==> config.mk <==
export PLATFORM = sky130hd
export DESIGN_NAME = simctl_top
export DESIGN_NICKNAME = d
export VERILOG_FILES = /design/src/rtl/simctl_pkg.sv /design/src/rtl/simctl_rst_sync.sv /design/src/rtl/simctl_decode.sv /design/src/rtl/simctl_fetch.sv /design/src/rtl/simctl_top.sv
export SDC_FILE = /design/constraint.sdc
export NUM_CORES = 1
export LEC_CHECK = 0
export BUFFER_PORTS_ARGS = -buffer_cell sky130_fd_sc_hd__buf_4
export CAP_MARGIN = 20
export CELL_PAD_IN_SITES_DETAIL_PLACEMENT = 1
export CELL_PAD_IN_SITES_GLOBAL_PLACEMENT = 1
export CORE_AREA = 3 3 154 156
export DETAILED_ROUTE_END_ITERATION = 10
export DIE_AREA = 0 0 157 159
export GPL_TIMING_DRIVEN = 1
export HOLD_SLACK_MARGIN = 0.12
export PLACE_DENSITY = 0.87
export SYNTH_ARGS = -nofsm -noshare
export SYNTH_HDL_FRONTEND = slang
export SYNTH_SLANG_ARGS = --single-unit
==> constraint.sdc <==
create_clock -name clk -period 7.6 [get_ports clk]
set_input_delay 0.38 -clock clk [delete_from_list [all_inputs] [get_ports clk]]
set_output_delay 0.38 -clock clk [all_outputs]
set_load 0.1 [all_outputs]
==> src/rtl/simctl_pkg.sv <==
package simctl_pkg;
  localparam int WORD_BYTES = 4;
  localparam int REG_COUNT  = 3;

  typedef enum logic [1:0] {
    SEL_HALT    = 2'd0,
    SEL_VERDICT = 2'd1,
    SEL_LABEL   = 2'd2,
    SEL_NONE    = 2'd3
  } reg_sel_e;
endpackage

==> src/rtl/simctl_rst_sync.sv <==
module simctl_rst_sync (
  input  logic clk,
  input  logic rst_n,
  output logic rst_sn
);
  logic q1, q2;

  always_ff @(posedge clk or negedge rst_n) begin
    if (!rst_n) begin
      q1 <= 1'b0;
      q2 <= 1'b0;
    end else begin
      q1 <= 1'b1;
      q2 <= q1;
    end
  end

  assign rst_sn = q2;
endmodule

==> src/rtl/simctl_decode.sv <==
module simctl_decode
  import simctl_pkg::*;
#(
  parameter logic [31:0] BASE_ADDR = 32'hFFFF_0000
) (
  input  logic [31:0] addr,
  output reg_sel_e    sel
);
  localparam logic [31:0] WIN_BYTES = 32'(REG_COUNT * WORD_BYTES);

  logic [31:0] offset;

  always_comb begin
    offset = addr - BASE_ADDR;
    if (offset[1:0] == 2'b00 && offset < WIN_BYTES) begin
      sel = reg_sel_e'(offset[3:2]);
    end else begin
      sel = SEL_NONE;
    end
  end
endmodule

==> src/rtl/simctl_fetch.sv <==
module simctl_fetch
  import simctl_pkg::*;
#(
  parameter int NAME_BYTES = 16
) (
  input  logic                    clk,
  input  logic                    rst_sn,
  input  logic                    start,
  input  logic [31:0]             ptr,
  output logic                    m_valid,
  output logic [31:0]             m_addr,
  input  logic                    m_ready,
  input  logic [31:0]             m_rdata,
  output logic [NAME_BYTES*8-1:0] name_buf
);
  localparam int NAME_W     = NAME_BYTES * 8;
  localparam int NAME_WORDS = NAME_BYTES / WORD_BYTES;
  localparam int BEAT_W     = (NAME_WORDS > 1) ? $clog2(NAME_WORDS) : 1;
  localparam logic [BEAT_W-1:0] LAST_BEAT = BEAT_W'(NAME_WORDS - 1);

  typedef enum logic { F_IDLE, F_RUN } fstate_e;

  fstate_e           state_q, state_d;
  logic [BEAT_W-1:0] beat_q, beat_d;
  logic [NAME_W-1:0] buf_q, buf_d;
  logic              last_beat;

  assign last_beat = (beat_q == LAST_BEAT);

  always_comb begin
    state_d = state_q;
    beat_d  = beat_q;
    buf_d   = buf_q;
    case (state_q)
      F_IDLE: begin
        if (start) begin
          state_d = F_RUN;
          beat_d  = '0;
        end
      end
      F_RUN: begin
        if (m_ready) begin
          for (int k = 0; k < NAME_WORDS; k++) begin
            if (beat_q == BEAT_W'(k)) buf_d[32*k +: 32] = m_rdata;
          end
          if (last_beat) begin
            buf_d[NAME_W-1 -: 8] = 8'h00;
            state_d = F_IDLE;
          end else begin
            beat_d = beat_q + 1'b1;
          end
        end
      end
      default: state_d = F_IDLE;
    endcase
  end

  always_ff @(posedge clk or negedge rst_sn) begin
    if (!rst_sn) begin
      state_q <= F_IDLE;
      beat_q  <= '0;
      buf_q   <= '0;
    end else begin
      state_q <= state_d;
      beat_q  <= beat_d;
      buf_q   <= buf_d;
    end
  end

  assign m_valid  = (state_q == F_RUN);
  assign m_addr   = ptr + (32'(beat_q) << 2);
  assign name_buf = buf_q;

  p_hold_r4: assert property (@(posedge clk) disable iff (!rst_sn)
    (m_valid && !m_ready) |=> (m_valid && $stable(m_addr)));

  p_order_r4: assert property (@(posedge clk) disable iff (!rst_sn)
    (m_valid && m_ready && !last_beat) |=> (m_valid && m_addr == $past(m_addr) + 32'd4));

  p_term_r6: assert property (@(posedge clk) disable iff (!rst_sn)
    $fell(m_valid) |-> (name_buf[NAME_W-1 -: 8] == 8'h00));
endmodule

==> src/rtl/simctl_top.sv <==
module simctl_top
  import simctl_pkg::*;
#(
  parameter logic [31:0] BASE_ADDR  = 32'hFFFF_0000,
  parameter int          NAME_BYTES = 16
) (
  input  logic                    clk,
  input  logic                    rst_n,
  input  logic                    s_valid,
  input  logic                    s_write,
  input  logic [31:0]             s_addr,
  input  logic [31:0]             s_wdata,
  output logic                    s_ready,
  output logic [31:0]             s_rdata,
  output logic                    m_valid,
  output logic [31:0]             m_addr,
  input  logic                    m_ready,
  input  logic [31:0]             m_rdata,
  output logic                    shutdown_req,
  output logic                    result_valid,
  output logic                    result_fail,
  output logic [31:0]             result_code,
  output logic [NAME_BYTES*8-1:0] name_buf,
  output logic                    addr_err
);
  logic     rst_sn;
  reg_sel_e sel;
  logic     wr_acc;
  logic     halt_d, verdict_d, err_d, start;
  logic     halt_q, verdict_q, fail_q, err_q;
  logic     fail_d;
  logic [31:0] code_q, ptr_q;

  simctl_rst_sync u_rst (.clk(clk), .rst_n(rst_n), .rst_sn(rst_sn));

  simctl_decode #(.BASE_ADDR(BASE_ADDR)) u_dec (.addr(s_addr), .sel(sel));

  always_comb begin
    wr_acc    = s_valid && s_ready && s_write;
    halt_d    = wr_acc && (sel == SEL_HALT);
    verdict_d = wr_acc && (sel == SEL_VERDICT);
    start     = wr_acc && (sel == SEL_LABEL);
    err_d     = wr_acc && (sel == SEL_NONE);
    fail_d    = verdict_d ? (s_wdata != 32'd0) : fail_q;
  end

  always_ff @(posedge clk or negedge rst_sn) begin
    if (!rst_sn) begin
      halt_q    <= 1'b0;
      verdict_q <= 1'b0;
      fail_q    <= 1'b0;
      err_q     <= 1'b0;
      code_q    <= '0;
      ptr_q     <= '0;
    end else begin
      halt_q    <= halt_d;
      verdict_q <= verdict_d;
      fail_q    <= fail_d;
      err_q     <= err_d;
      if (verdict_d) code_q <= s_wdata;
      if (start)     ptr_q  <= s_wdata;
    end
  end

  simctl_fetch #(.NAME_BYTES(NAME_BYTES)) u_fetch (
    .clk(clk), .rst_sn(rst_sn), .start(start), .ptr(ptr_q),
    .m_valid(m_valid), .m_addr(m_addr), .m_ready(m_ready),
    .m_rdata(m_rdata), .name_buf(name_buf)
  );

  assign s_ready      = !m_valid;
  assign s_rdata      = '0;
  assign shutdown_req = halt_q;
  assign result_valid = verdict_q;
  assign result_fail  = fail_q;
  assign result_code  = code_q;
  assign addr_err     = err_q;

  p_halt_r2: assert property (@(posedge clk) disable iff (!rst_sn)
    (s_valid && s_ready && s_write && sel == SEL_HALT) |=>
      (shutdown_req && !result_valid && !addr_err));

  p_flag_r3: assert property (@(posedge clk) disable iff (!rst_sn)
    result_valid |-> (result_fail == (result_code != 32'd0)));

  p_stall_r7: assert property (@(posedge clk) disable iff (!rst_sn)
    (s_valid && s_ready && s_write && sel == SEL_LABEL) |=> !s_ready);

  p_quiet_r8: assert property (@(posedge clk) disable iff (!rst_sn)
    addr_err |-> ($stable(result_code) && !m_valid && !shutdown_req && !result_valid));
endmodule

==> run summary <==
The path class of the tightest hold or removal check is input pin to register. For this configuration, the core starts out at a cell density of 0.3774. The final weighted congestion in routability-driven placement is 0.7871. The sum of overflow across all layers after global routing is 0. For hold timing, the worst endpoint is shutdown_req$_DFF_PN0_. Dividing total power by cell area gives a power density of 183.2 nW/µm². The global-route wire length before repair is 38.01 mm.

After technology mapping, the gate count stands at 600. After detailed routing, the number of remaining DRC violations is 0. Measured against its own limit, the worst slew margin works out to 0.3251. In this run the critical register-to-register path is captured at ptr_q[2]$_DFFE_PN0P_.

Setup repair after global routing left no endpoint under its margin. TritonCTS built the clock tree. The clock transition at the registers of the reported paths is 0.07 ns. The run finished with clean final reports. For this run, the leading register cell type out of synthesis is sky130_fd_sc_hd__dfrtp_1. In the final layout, the share of cells above drive strength 1 is 0.5578. The die outline height came out at 159 µm.

STA classifies the critical path startpoint as a register. The number of nets in the layout came out at 1004. The number of enable flip-flop cells after synthesis is 0. The time the final worst path needs with I/O delays and setup came out at 3.444 ns.

The filler cells instantiated in the layout total 2336. The post-synthesis instance area is between 8000 and 9000 µm². Of all flip-flops after synthesis, the portion carrying an async set or reset was 1.000. In the final layout, the multi-input gates occupy 3339 µm². The count of cell types in the netlist is 45. The worst endpoint required time is 7.22 ns. For the worst setup path, the data arrival time is 3.06 ns. The count of input and output buffers came out at slightly below 300. The detailed router finished its first iteration with roughly 220 violations. The via density per instance is 4.897.

The total of flip-flops plus latches after synthesis is 193. In the global route stage, overall resource usage came out at 0.1949. The number of hold violations in the final report is 0. The max-cap check violation count came out at 0. The slew at the pin with the worst max-slew slack came out at 1.011 ns. By startpoint and endpoint, the worst setup path is classified as register to output port. The sink count of the clock tree came out at 193. The total core area came out at 22500 µm². The internal reg-to-reg setup slack is 4.96 ns. The cell depth of the worst min-delay path came out at 2. The endpoint class of the critical path is an output port. The routed via count is just under 6000. The worst register-to-register path has a depth of 6. The total wirelength of the detailed-routed design came out at 24.52 mm. Of the post-synthesis cell area, the dominant cell type holds 0.5687. The count of antenna diodes in the layout is 0. The first-pass iteration count of the detailed router is 4. The share of the core filled with cells is 0.5089. The growth of design area from synthesis to finish came out at 34.83%. The commonest cells after synthesis are sky130_fd_sc_hd__dfrtp_1, sky130_fd_sc_hd__mux2_2, sky130_fd_sc_hd__buf_4. Along the worst path, the maximum fanout reaches 6. The final count of negative-setup-slack endpoints is 0. The number of max-slew violations in the final report is 0. sky130_fd_sc_hd__dfrtp_1 takes more of the synthesized area than any other cell.

The number of post-CTS setup repair buffers came out at 0. The via count of the first global-routing pass is 6565. The total number of placement rows is between 50 and 60. The total leakage power came out at 6.182 nW. Ranked by total cell area, the synthesized netlist is headed by sky130_fd_sc_hd__dfrtp_1, sky130_fd_sc_hd__mux2_2, sky130_fd_sc_hd__buf_4. The clock buffer count from CTS is 17.

No sink is reached through more buffers than the 2 on the longest clock path. The width of the die came out at 157 µm. Yosys printed 0 warnings. The critical hold path startpoint is s_addr[2]. The cell with the most instances after synthesis is sky130_fd_sc_hd__dfrtp_1. The total die area came out at 24960 µm². In this run the critical register-to-register path is launched from u_fetch.m_valid$_DFF_PN0_. The clock skew after layout came out at between 0.01 and 0.015 ns. The tree is rooted in a sky130_fd_sc_hd__clkbuf_16. The detail route stage leaves a number of antenna-violating nets equal to 0. The sequential cell area came out at 4833 µm². The final total negative setup slack came out at 0 ns. The average wire per cell in the routed design is 20.54 µm. The worst voltage drop across the vdd grid is 136.1 µV. The H-tree depth came out at 4. The sequential area share after synthesis came out at 0.5687. The insertion delay to the later sink of the worst-skew pair came out at between 0.4 and 0.5 ns. Static timing analysis puts the maximum clock frequency at 290.4 MHz.

Of the available clock period, the critical path in the final layout requires 0.4531. The total I/O pin count is around 330. A synthesized cell averages 14.16 µm². The number of antenna violations at the first check in global routing is 0. The pin count of the biggest net entering global routing is 77. The final HPWL from detailed placement is 18.25 mm.
layout make-up:
cell class | count | area share
sequential | 193 | 0.4221
clock inverter | 15 | 0.01399
clock buffer | 17 | 0.03715
multi-input combinational | 371 | 0.2916
tap | 285 | 0.03114
timing repair buffer | 300 | 0.1997
inverter | 13 | 0.004261
routing by layer:
| metal | vias up | share of wire | global-route usage |
|---|---|---|---|
| met4 | 0 | 0.019 | 0.06367 |
| met3 | 23 | 0.068 | 0.05246 |
| li1 | 2630 | - | - |
| met2 | 204 | 0.54 | 0.3577 |
| met5 | - | 0 | 0 |
| met1 | 2990 | 0.38 | 0.2158 |
stage by stage:
stage               instances  area [µm²]  power, mW  worst slack, ns  hold WS (ns)
floorplan                 639        8640      1.174            1.824       0.08441
finish                   1194       11450      2.098            4.156        0.1609
CTS                      1192       11400      2.128            4.109        0.1275
global route             1194       11450      2.187            3.819        0.1428
global placement         1159       10810      1.222            4.721        0.1631
detailed placement       1159       10810      1.225            4.604        0.1634
report_power, final:
part           total [mW]  leakage [nW]  switching, mW  internal (mW)
logic               0.172          3.22          0.133         0.0395
registers            1.03          2.68        0.00447           1.03
clock network       0.895         0.284          0.452          0.443
cell usage in the layout, fill, tap and decap left out, types with 6 or more instances in the layout:
cell	count
sky130_fd_sc_hd__buf_4	297
sky130_fd_sc_hd__dfrtp_1	192
sky130_fd_sc_hd__mux2_2	142
sky130_fd_sc_hd__conb_1	41
sky130_fd_sc_hd__mux2_1	22
sky130_fd_sc_hd__xnor2_1	21
sky130_fd_sc_hd__mux2_4	20
sky130_fd_sc_hd__nand2_1	18
sky130_fd_sc_hd__clkbuf_16	17
sky130_fd_sc_hd__nor4_1	16
sky130_fd_sc_hd__nand3_1	14
sky130_fd_sc_hd__inv_1	13
sky130_fd_sc_hd__nand4_1	10
sky130_fd_sc_hd__nor2_1	10
sky130_fd_sc_hd__xor2_1	8
sky130_fd_sc_hd__nor3_1	7
sky130_fd_sc_hd__ha_1	6
sky130_fd_sc_hd__inv_6	6
state kept, by name (all words and copies together) (netlist names):
name and flops:
addr_err 1, ptr_q 32, result_code 32, result_fail 1, result_valid 1, shutdown_req 1
u_fetch.beat_q 2, u_fetch.m_valid 1, u_fetch.name_buf 120, u_rst.q1 1, u_rst.rst_sn 1
repair_timing:
action | CTS | global route
hold endpoints to repair | 2 | 0
hold buffers | 1 | 0
gates resized for setup | 0 | 0
logic make-up (layout without fill, tap and decap cells):
kind of cell    count (synthesis)  in the layout  share of synthesized area
other cells                     2             41                  0.0008842
buf+inv                        75            345                    0.05716
flops                         193            193                     0.5687
simple gates                   94             94                    0.06173
fa+ha+maj                       7              7                    0.01120
mux                           186            186                     0.2552
compound gates                 14             14                    0.01532
xor+xnor                       29             29                    0.02991
worst max-delay path by stage:
| stage | startpoint | to | depth (start not counted) |
|---|---|---|---|
| after global placement | u_fetch.beat_q[0]$_DFFE_PN0P_ | m_addr[28] | 9 |
| after floorplan | u_rst.rst_sn$_DFF_PN0_ | addr_err$_DFF_PN0_ | 0 |
| after CTS | u_fetch.beat_q[0]$_DFFE_PN0P_ | m_addr[30] | 9 |
| after detailed placement | u_fetch.beat_q[0]$_DFFE_PN0P_ | m_addr[30] | 9 |
| after global routing | u_fetch.beat_q[0]$_DFFE_PN0P_ | m_addr[30] | 9 |
| final | u_fetch.beat_q[0]$_DFFE_PN0P_ | m_addr[30] | 9 |
critical path, cell delays in order (launching register included):
cell and delay [ns]:
sky130_fd_sc_hd__dfrtp_1 0.45, sky130_fd_sc_hd__ha_1 0.20, sky130_fd_sc_hd__inv_1 0.06, sky130_fd_sc_hd__fa_1 0.44, sky130_fd_sc_hd__nor4_1 0.31, sky130_fd_sc_hd__buf_4 0.20
sky130_fd_sc_hd__nand4_1 0.23, sky130_fd_sc_hd__nor3_1 0.28, sky130_fd_sc_hd__xnor2_1 0.16, sky130_fd_sc_hd__buf_4 0.31
Power figures use the tool's default switching activity.
